<file path="src/rtl/bfc_pkg.sv">
package bfc_pkg;
  localparam int NFLT = 8;

  // fault bit positions (outputs and clear mask share them)
  localparam int F_H_OPEN  = 0;
  localparam int F_L_OPEN  = 1;
  localparam int F_H_BATT  = 2;
  localparam int F_L_BATT  = 3;
  localparam int F_L_GND   = 4;
  localparam int F_L2H     = 5;
  localparam int F_H_VDD   = 6;
  localparam int F_TX_STUCK = 7;

  localparam int NTIMED = 6;   // faults qualified by a hold time
  localparam int TIMED_BASE = 2;

  typedef logic [2:0] wsel_t;
  localparam wsel_t SEL_DIFF  = 3'b001;
  localparam wsel_t SEL_HONLY = 3'b010;
  localparam wsel_t SEL_LONLY = 3'b100;
endpackage

</file>
<file path="src/rtl/bfc_qual.sv">
module bfc_qual #(
  parameter int LIMIT_US = 32
) (
  input  logic clk,
  input  logic rst_n,
  input  logic tick,
  input  logic cond,
  output logic met
);
  localparam int CW = $clog2(LIMIT_US + 1);
  localparam logic [CW-1:0] LIM = CW'(LIMIT_US);

  logic [CW-1:0] cnt_q;

  always_ff @(posedge clk or negedge rst_n) begin
    if (!rst_n) begin
      cnt_q <= '0;
      met   <= 1'b0;
    end else if (!cond) begin
      cnt_q <= '0;
      met   <= 1'b0;
    end else begin
      met <= (cnt_q == LIM);
      if (tick && cnt_q != LIM) cnt_q <= cnt_q + 1'b1;
    end
  end

  // a low condition restarts the window and drops the fault
  a_r8_restart: assert property (@(posedge clk) disable iff (!rst_n)
    !cond |=> (cnt_q == '0 && !met));

  // a qualified fault always had its condition present the cycle before
  a_r4_cond_seen: assert property (@(posedge clk) disable iff (!rst_n)
    $rose(met) |-> $past(cond));
endmodule

</file>
<file path="src/rtl/bfc_edge_cmp.sv">
module bfc_edge_cmp #(
  parameter int DIFF_TH   = 3,
  parameter int REC_EDGES = 3,
  parameter int CNT_MAX   = 7
) (
  input  logic       clk,
  input  logic       rst_n,
  input  logic       h_edge,
  input  logic       l_edge,
  output logic [1:0] open_flag   // [0] high wire missing, [1] low wire missing
);
  localparam int CW = $clog2(CNT_MAX + 1);
  localparam int RW = $clog2(REC_EDGES + 1);
  localparam logic [CW:0]   SATV = (CW+1)'(CNT_MAX);
  localparam logic [CW-1:0] THV  = CW'(DIFF_TH);

  logic [1:0]    e;
  logic [CW-1:0] cnt_q [2];
  logic [1:0]    recov;
  logic          clr_all;
  logic [CW:0]   s0, s1, n0, n1;

  assign e = {l_edge, h_edge};
  assign clr_all = |recov;

  always_comb begin
    s0 = {1'b0, cnt_q[0]} + (CW+1)'(e[0]);
    s1 = {1'b0, cnt_q[1]} + (CW+1)'(e[1]);
    if (s0 != '0 && s1 != '0) begin
      s0 = s0 - 1'b1;
      s1 = s1 - 1'b1;
    end
    n0 = (s0 > SATV) ? SATV : s0;
    n1 = (s1 > SATV) ? SATV : s1;
  end

  always_ff @(posedge clk or negedge rst_n) begin
    if (!rst_n) begin
      cnt_q[0] <= '0;
      cnt_q[1] <= '0;
    end else if (clr_all) begin
      cnt_q[0] <= '0;
      cnt_q[1] <= '0;
    end else begin
      cnt_q[0] <= n0[CW-1:0];
      cnt_q[1] <= n1[CW-1:0];
    end
  end

  for (genvar s = 0; s < 2; s++) begin : g_side
    logic          op_q;
    logic [RW-1:0] rc_q;

    assign recov[s]     = op_q && e[s] && (rc_q == RW'(REC_EDGES - 1));
    assign open_flag[s] = op_q;

    always_ff @(posedge clk or negedge rst_n) begin
      if (!rst_n) begin
        op_q <= 1'b0;
        rc_q <= '0;
      end else begin
        if (recov[s])                op_q <= 1'b0;
        else if (cnt_q[1-s] > THV)   op_q <= 1'b1;
        if (!op_q || recov[s])       rc_q <= '0;
        else if (e[s])               rc_q <= rc_q + 1'b1;
      end
    end
  end

  // normalisation keeps one counter at zero
  a_r2_one_zero: assert property (@(posedge clk) disable iff (!rst_n)
    (cnt_q[0] == '0) || (cnt_q[1] == '0));

  // the two count-difference faults are exclusive
  a_r2_exclusive: assert property (@(posedge clk) disable iff (!rst_n)
    !(open_flag[0] && open_flag[1]));

  // a recovery leaves both counters at zero
  a_r3_restart: assert property (@(posedge clk) disable iff (!rst_n)
    ($fell(open_flag[0]) || $fell(open_flag[1])) |-> (cnt_q[0] == '0 && cnt_q[1] == '0));
endmodule

</file>
<file path="src/rtl/bfc_mode_sel.sv">
module bfc_mode_sel
  import bfc_pkg::*;
(
  input  logic [NFLT-1:0] live,
  output wsel_t           sel
);
  logic h_bad, l_bad;

  assign h_bad = live[F_H_OPEN] | live[F_H_BATT] | live[F_H_VDD];
  assign l_bad = live[F_L_OPEN] | live[F_L_BATT] | live[F_L_GND] | live[F_L2H];

  always_comb begin
    if (h_bad)      sel = SEL_LONLY;
    else if (l_bad) sel = SEL_HONLY;
    else            sel = SEL_DIFF;
  end
endmodule

</file>
<file path="src/rtl/bus_fault_classifier.sv">
module bus_fault_classifier
  import bfc_pkg::*;
#(
  parameter int BATT_US   = 32,
  parameter int SHORT_US  = 1300,
  parameter int HVDD_US   = 1800,
  parameter int TXDOM_US  = 1300,
  parameter int DIFF_TH   = 3,
  parameter int REC_EDGES = 3,
  parameter int CNT_MAX   = 7
) (
  input  logic        clk,
  input  logic        rst_n,
  input  logic        us_tick,
  input  logic        txd_dom,
  input  logic        h_edge,
  input  logic        l_edge,
  input  logic        h_ovv,
  input  logic        l_ovv,
  input  logic        neg_diff,
  input  logic        l_low,
  input  logic        h_high,
  input  logic        clr_stb,
  input  logic [7:0]  clr_mask,
  output logic [7:0]  fault_live,
  output logic [7:0]  fault_sticky,
  output logic [2:0]  wire_sel,
  output logic        tx_en
);
  logic [NTIMED-1:0] tcond;
  logic [NTIMED-1:0] tmet;
  logic [1:0]        open_flag;
  wsel_t             sel_w;

  assign tcond[F_H_BATT - TIMED_BASE]   = h_ovv;
  assign tcond[F_L_BATT - TIMED_BASE]   = l_ovv;
  assign tcond[F_L_GND - TIMED_BASE]    = l_low & neg_diff;
  assign tcond[F_L2H - TIMED_BASE]      = neg_diff & ~l_low;
  assign tcond[F_H_VDD - TIMED_BASE]    = h_high;
  assign tcond[F_TX_STUCK - TIMED_BASE] = txd_dom;

  for (genvar g = 0; g < NTIMED; g++) begin : g_qual
    localparam int LIM = (g + TIMED_BASE == F_H_BATT || g + TIMED_BASE == F_L_BATT) ? BATT_US :
                         (g + TIMED_BASE == F_H_VDD)    ? HVDD_US  :
                         (g + TIMED_BASE == F_TX_STUCK) ? TXDOM_US : SHORT_US;
    bfc_qual #(.LIMIT_US(LIM)) u_q (
      .clk  (clk),
      .rst_n(rst_n),
      .tick (us_tick),
      .cond (tcond[g]),
      .met  (tmet[g])
    );
  end

  bfc_edge_cmp #(
    .DIFF_TH  (DIFF_TH),
    .REC_EDGES(REC_EDGES),
    .CNT_MAX  (CNT_MAX)
  ) u_edge (
    .clk      (clk),
    .rst_n    (rst_n),
    .h_edge   (h_edge),
    .l_edge   (l_edge),
    .open_flag(open_flag)
  );

  assign fault_live = {tmet, open_flag};

  always_ff @(posedge clk or negedge rst_n) begin
    if (!rst_n) fault_sticky <= '0;
    else        fault_sticky <= (fault_sticky & ~(clr_stb ? clr_mask : 8'h00)) | fault_live;
  end

  bfc_mode_sel u_sel (
    .live(fault_live),
    .sel (sel_w)
  );

  assign wire_sel = sel_w;
  assign tx_en    = ~fault_live[F_TX_STUCK];

  // exactly one receive mode at a time
  a_r10_onehot: assert property (@(posedge clk) disable iff (!rst_n)
    $countones(wire_sel) == 1);

  // nothing live in one cycle is missing from the sticky copy the next
  a_r11_sticky_cover: assert property (@(posedge clk) disable iff (!rst_n)
    1'b1 |=> (($past(fault_live) & ~fault_sticky) == 8'h00));

  // transmit permission comes back after a recessive sample
  a_r9_reenable: assert property (@(posedge clk) disable iff (!rst_n)
    !txd_dom |=> tx_en);
endmodule

</file>
<file path="config.mk">
export PLATFORM = sky130hd
export DESIGN_NAME = bus_fault_classifier
export DESIGN_NICKNAME = d
export VERILOG_FILES = /design/src/rtl/bfc_pkg.sv /design/src/rtl/bfc_qual.sv /design/src/rtl/bfc_edge_cmp.sv /design/src/rtl/bfc_mode_sel.sv /design/src/rtl/bus_fault_classifier.sv
export SDC_FILE = /design/constraint.sdc
export NUM_CORES = 1
export LEC_CHECK = 0
export BUFFER_PORTS_ARGS = -buffer_cell sky130_fd_sc_hd__clkbuf_2
export CAP_MARGIN = 20
export CELL_PAD_IN_SITES_DETAIL_PLACEMENT = 0
export CELL_PAD_IN_SITES_GLOBAL_PLACEMENT = 1
export CORE_UTILIZATION = 40
export DETAILED_ROUTE_END_ITERATION = 6
export HOLD_SLACK_MARGIN = 0.02
export PLACE_DENSITY_LB_ADDON = 0.1
export SLEW_MARGIN = 15
export SYNTH_ARGS = -nofsm -noshare
export SYNTH_HDL_FRONTEND = slang
export SYNTH_SLANG_ARGS = --single-unit
</file>
<file path="constraint.sdc">
create_clock -name clk -period 4.5 [get_ports clk]
set_input_delay 0.9 -clock clk [delete_from_list [all_inputs] [get_ports clk]]
set_output_delay 0.9 -clock clk [all_outputs]
set_load 0.05 [all_outputs]
</file>
# After elaboration in Yosys (flattened, before gate mapping)
# Cells that the tools add are included.
# word_totals
output_inout_bits,20
elab_cells,123
inputBits,20
regBits,82
# classes
reduce_logical,22
bitwise_logic,12
n_eq_ne,20
magnitude_cmp,4
mux,34
addsub,12
# ops
cell,n
$mux W11,8
$add A11 B1 Y11 const B,4
$eq A11 B11 Y1 const B,4
$ne A11 B11 Y1 const B,4
$mux W6,5
$add A6 B1 Y6 const B,2
$eq A6 B6 Y1 const B,2
$ne A6 B6 Y1 const B,2
$logic_and A1 B1 Y1,11
$mux W1,10
$mux W2,5
$mux W3,3
$add A3 B1 Y4,2
$and A8 B8 Y8,1
$gt A4 B3 Y1 const B,2
$mux W4,2
$mux W8,1
$ne A2 B1 Y1 const B,4
$not A8 Y8,1
$or A8 B8 Y8,1
$reduce_bool A2 Y1,4
$reduce_bool A4 Y1,2
$sub A4 B1 Y4 const B,2
$gt A3 B2 Y1 const B,2
9 further kinds,20

# Logic depth before layout (Yosys ltp)
# depth
ltp_word,7
ltp_mapped,9
ltp_nobuf,7

# Modules after synthesis
# A second synthesis with hierarchy kept.
# hier_totals
hier_cells,500
hier_area_um2,4799.6
# modules_own_cells
module,cells_per_inst,n_inst,area_each_um2,seq_area_each_um2
bfc_qual (g_qual[2].u_q ...),75,3,688.2,300.3
bfc_qual (g_qual[0].u_q ...),44,2,425.4,175.2
bfc_edge_cmp,83,1,844.6,300.3
bfc_qual (g_qual[4].u_q),71,1,683.2,300.3
bus_fault_classifier,28,1,314.1,200.2
bfc_mode_sel,5,1,42.5,0.0

# Worst setup path before layout
# OpenSTA, ideal clock, no wires.
# synth_path
kind,input to register
startpoint,input port l_edge
endpoint,register u_edge.cnt_q[2] (netlist bit)
path_buffers,2
setup_slack_ns,1.787
t_arrival_ns,2.587
setup_time_ns,0.126
required_ns,4.374
stages,9
path_cell_list,ha_1 > ha_1 > inv_1 > ha_1 > or3b_1 > buf_6 > and2_4 > buf_6 > o311a_1
# synth_between
elab_chain_cells,7
word_cells_on_any_way,11
classes_between,add/sub (2); order compare (1); mux (3); reduce/logical (5)
# synth_rtl
item,line_no,rtl
from (decl),bus_fault_classifier.sv:17,"input logic l_edge,"
branches (longest 6 deep; another with $add A3 B1 Y4),-,
$mux W6 *,bfc_edge_cmp.sv:41,end else if (clr_all) begin
to (decl),bfc_edge_cmp.sv:18,logic [CW-1:0] cnt_q [2];
# Mark *: on every way between the ends.
# A chain may end at the register's enable or synchronous reset.

# Worst setup path in the final report
# layout_path
startpoint,register u_edge.g_side[1].op_q
endpoint,output port wire_sel[0]
# layout_between
elab_chain_cells,5
# layout_rtl
item,line_no,rtl
from (decl),bfc_edge_cmp.sv:51,logic op_q;
from (signal assigned),bfc_edge_cmp.sv:59,op_q <= 1'b0;
from (signal assigned),bfc_edge_cmp.sv:62,if (recov[s]) op_q <= 1'b0;
from (signal assigned),bfc_edge_cmp.sv:63,else if (cnt_q[1-s] > THV) op_q <= 1'b1;
$or A1 B1 Y1 (3 in a row),bfc_mode_sel.sv:10,assign l_bad = live[F_L_OPEN] | live[F_L_BATT] | live[F_L_GND] | live[F_L2H];
$mux W2,bfc_mode_sel.sv:14,else if (l_bad) sel = SEL_HONLY;
$mux W3,bfc_mode_sel.sv:13,if (h_bad) sel = SEL_LONLY;
to (decl),bus_fault_classifier.sv:27,"output logic [2:0] wire_sel,"
# No other way between the ends.

==> impl_metrics.ini <==
[status]
status = complete, no violations

[worst_hold_path]
hp-class = reg -> reg
hold_depth = 2

[cts]
clk_latency_ps = 340
post_cts_buffers = 0
cts_resized = 0
cts_tree = yes
clk_pin_slew_ps = 60
cts_root_buf = clkbuf_16
h-tree-depth = 3
cts_sinks = 82
cts_made_buffers = 9
cts_buffer_depth = 2
ctsHoldBuffers = 0

[die]
die_h_um = 108.6
pin_count = 40
die_w_um = 108.6
initial_utilization = 0.4142
core.rowCount = 38
die_area_um2 = 11800
core-area_um2 = 10980

[final_layout]
area_growth_pct = 12.18
drive_above_1_share = 0.1437
diodes = 0
fin_nets = 525

[grt]
grtUsageTotal = 0.1682
antenna_found_initial = 0
grt_pass1_vias = 3212
gr-total-overflow = 0
grt_pass1_wl_mm = 15.28
grt_max_degree = 52

[drt]
routed_wl_mm = 8.803
vias = 3320
drtPass1Iterations = 4
initialDrtViolationCount = 132
viasPerCell = 5.295
wl_per_cell_um = 14.04
drc = 0
ant_nets = 0

[timing]
tightest_slew_ps = 772.3
rsz0062_at_grt = false
slew_headroom = 0.4784
hold_viol_final = 0
fmax_mhz = 366.4
drv_slew = 0
skew_ps = 3.941
tns_ps = 0
fin_crit_sh = 0.6065
setup_viol = 0
timing.final.crit_period_ps = 2729

[synthesis]
netlist_area_um2 = 4549
synth_fp_nets = 494
ys_seq_area_frac = 0.4510
synth_top_flop_cell = dfrtp_1
synth.top_cell.area_share = 0.4510
syn_inst = 452
async_flop_share = 1.000
syn_area_per_cell_um2 = 10.06
synth_edf_count = 0
ys_warn_count = 0
ys_ff_latch = 82
synthTopCellsByArea = dfrtp_1 (45%), ha_1 (6.1%), xnor2_1 (3.7%), nor2_1 (2.9%), nand2_1 (2.7%)
synthDistinctLibCells = 52
yosys.area.top_type = dfrtp_1

[power]
ir_drop_uv = 291.8
power.density_nw_per_um2 = 445.8
p_comb_frac = 0.275
power_frac_seq = 0.384
p_leak_nw = 2.193
p_clk_frac = 0.341
swShare = 0.3225
p_switching_mw = 0.7337
total_power_mw = 2.275
p_int_mw = 1.541

[worst_setup_path]
cp-start-kind = register
worst_setup_path_end_kind = output pin
r2r_cells = 7
path_max_fanout = 7
cp.arrival_ps = 1830
critPathRequiredTime_ps = 3600
critPathKind = reg -> out

[placed_design]
dpl.hpwl_mm = 6.156
io_buffers = 39
place.gp.congestion = 0.7769

[flow_run]
max_cap_violations = 0
per-layer routing:
layer / routed length, um / share of wire / global-route usage / up-vias
met5: 0 / 0 / 0 / -
met1: 4407 / 0.50 / 0.2247 / 1586
met4: 127 / 0.014 / 0.06081 / 0
met3: 267 / 0.030 / 0.03766 / 9
met2: 4001 / 0.45 / 0.2676 / 57
li1: - / - / - / 1668
state kept, by name, summed over array words and instances, names as in the netlist:
signal / cells
fault_sticky: 8
g_qual.u_q.cnt_q: 56
g_qual.u_q.met: 6
u_edge.cnt_q: 6
u_edge.g_side.op_q: 2
u_edge.g_side.rc_q: 4
cell type report:
cell class              count  area [um^2]
repair buffers             40        205.2
clock inverters             5        80.08
flip-flops and latches     82         2052
fillers                  1031         5879
clock buffers              10        229.0
inverters                  28        105.1
well taps                 140        175.2
multi-input cells         322         2257
cells by family (layout without fill, tap and decap cells):
kind of cell               count (synthesis)  count (layout)  synth area share
muxes                                      9               9           0.02008
DFF                                       82              82            0.4510
adders and majority gates                 22              22           0.06051
AOI/OAI and AO/OA                         75              75            0.1284
xor gates and xnor gates                  32              32           0.06161
and+or+nand+nor                          184             184            0.2255
buffers and inverters                     48              83           0.05280
power by group through the flow:
stage / Clock, mW / Combinational [mW] / Sequential [mW]
6_report: 0.775 / 0.626 / 0.874
5_1_grt: 0.824 / 0.702 / 0.885
4_1_cts: 0.796 / 0.629 / 0.876
3_5_place_dp: 0 / 0.628 / 0.889
3_3_place_gp: 0 / 0.610 / 0.888
2_1_floorplan: 0 / 0.535 / 0.876
path summary, 6_finish.rpt:
path                                                 endpoint                               from  slack (ps)
setup / recovery                                  wire_sel[0]  u_edge.g_side[1].op_q$_DFFE_PN0P_        1770
hold / removal                      fault_sticky[7]$_DFF_PN0_        g_qual[5].u_q.met$_DFF_PN0_         470
setup reg to reg                    u_edge.cnt_q[5]$_DFF_PN0_          u_edge.cnt_q[0]$_DFF_PN0_        2300
hold reg to reg                     fault_sticky[7]$_DFF_PN0_        g_qual[5].u_q.met$_DFF_PN0_         470
max in group asynchronous  g_qual[0].u_q.cnt_q[4]$_DFFE_PN0P_                              rst_n        3020
min in group asynchronous           u_edge.cnt_q[1]$_DFF_PN0_                              rst_n         600
cells in the final DEF (no fill, tap or decap), types with 10 or more instances in the layout:
| cell type | n |
|---|---|
| dfrtp_1 | 82 |
| clkbuf_2 | 38 |
| nor2_1 | 35 |
| nand2_1 | 33 |
| inv_1 | 28 |
| ha_1 | 22 |
| xnor2_1 | 19 |
| nand3_1 | 17 |
| a21oi_1 | 17 |
| nand4_1 | 16 |
| or3_1 | 15 |
| o21ai_0 | 14 |
| xor2_1 | 13 |
| and2_1 | 10 |
synthesized netlist by cell type, drive strengths merged, types with 5 or more instances:
| master | instances |
|---|---|
| buf | 15 |
| nor2b | 6 |
| nor3 | 7 |
| mux2i | 8 |
| ha | 22 |
| xnor2 | 19 |
| or3 | 15 |
| nor2 | 35 |
| a21o | 7 |
| nand2 | 33 |
| nand4 | 16 |
| o21ai | 14 |
| clkbuf | 5 |
| nand3 | 17 |
| and2 | 11 |
| or4 | 7 |
| o21a | 5 |
| a211oi | 8 |
| a21oi | 17 |
| nor4 | 9 |
| o31ai | 9 |
| xor2 | 13 |
| dfrtp | 82 |
| inv | 28 |
worst max-delay path: stages, from the launching register on:
cell	delay [ps]
dfrtp_1	460
or4_1	630
nor2_1	120
clkbuf_2	280
through the flow:
| stage | std cells | setup WS (ps) | hold WS, ps | area (um^2) | utilization |
|---|---|---|---|---|---|
| floorplan | 452 | 1787 | 441.9 | 4549 | - |
| global placement | 612 | 1647 | 456.7 | 4795 | 0.4365 |
| detailed placement | 612 | 1606 | 469.6 | 4795 | 0.4365 |
| CTS | 627 | 1744 | 482.8 | 5104 | 0.4647 |
| global route | 627 | 1702 | 493.8 | 5104 | 0.4647 |
| finish | 627 | 1771 | 473.9 | 5104 | 0.4647 |
No activity file was read; power rests on OpenSTA's default activity.
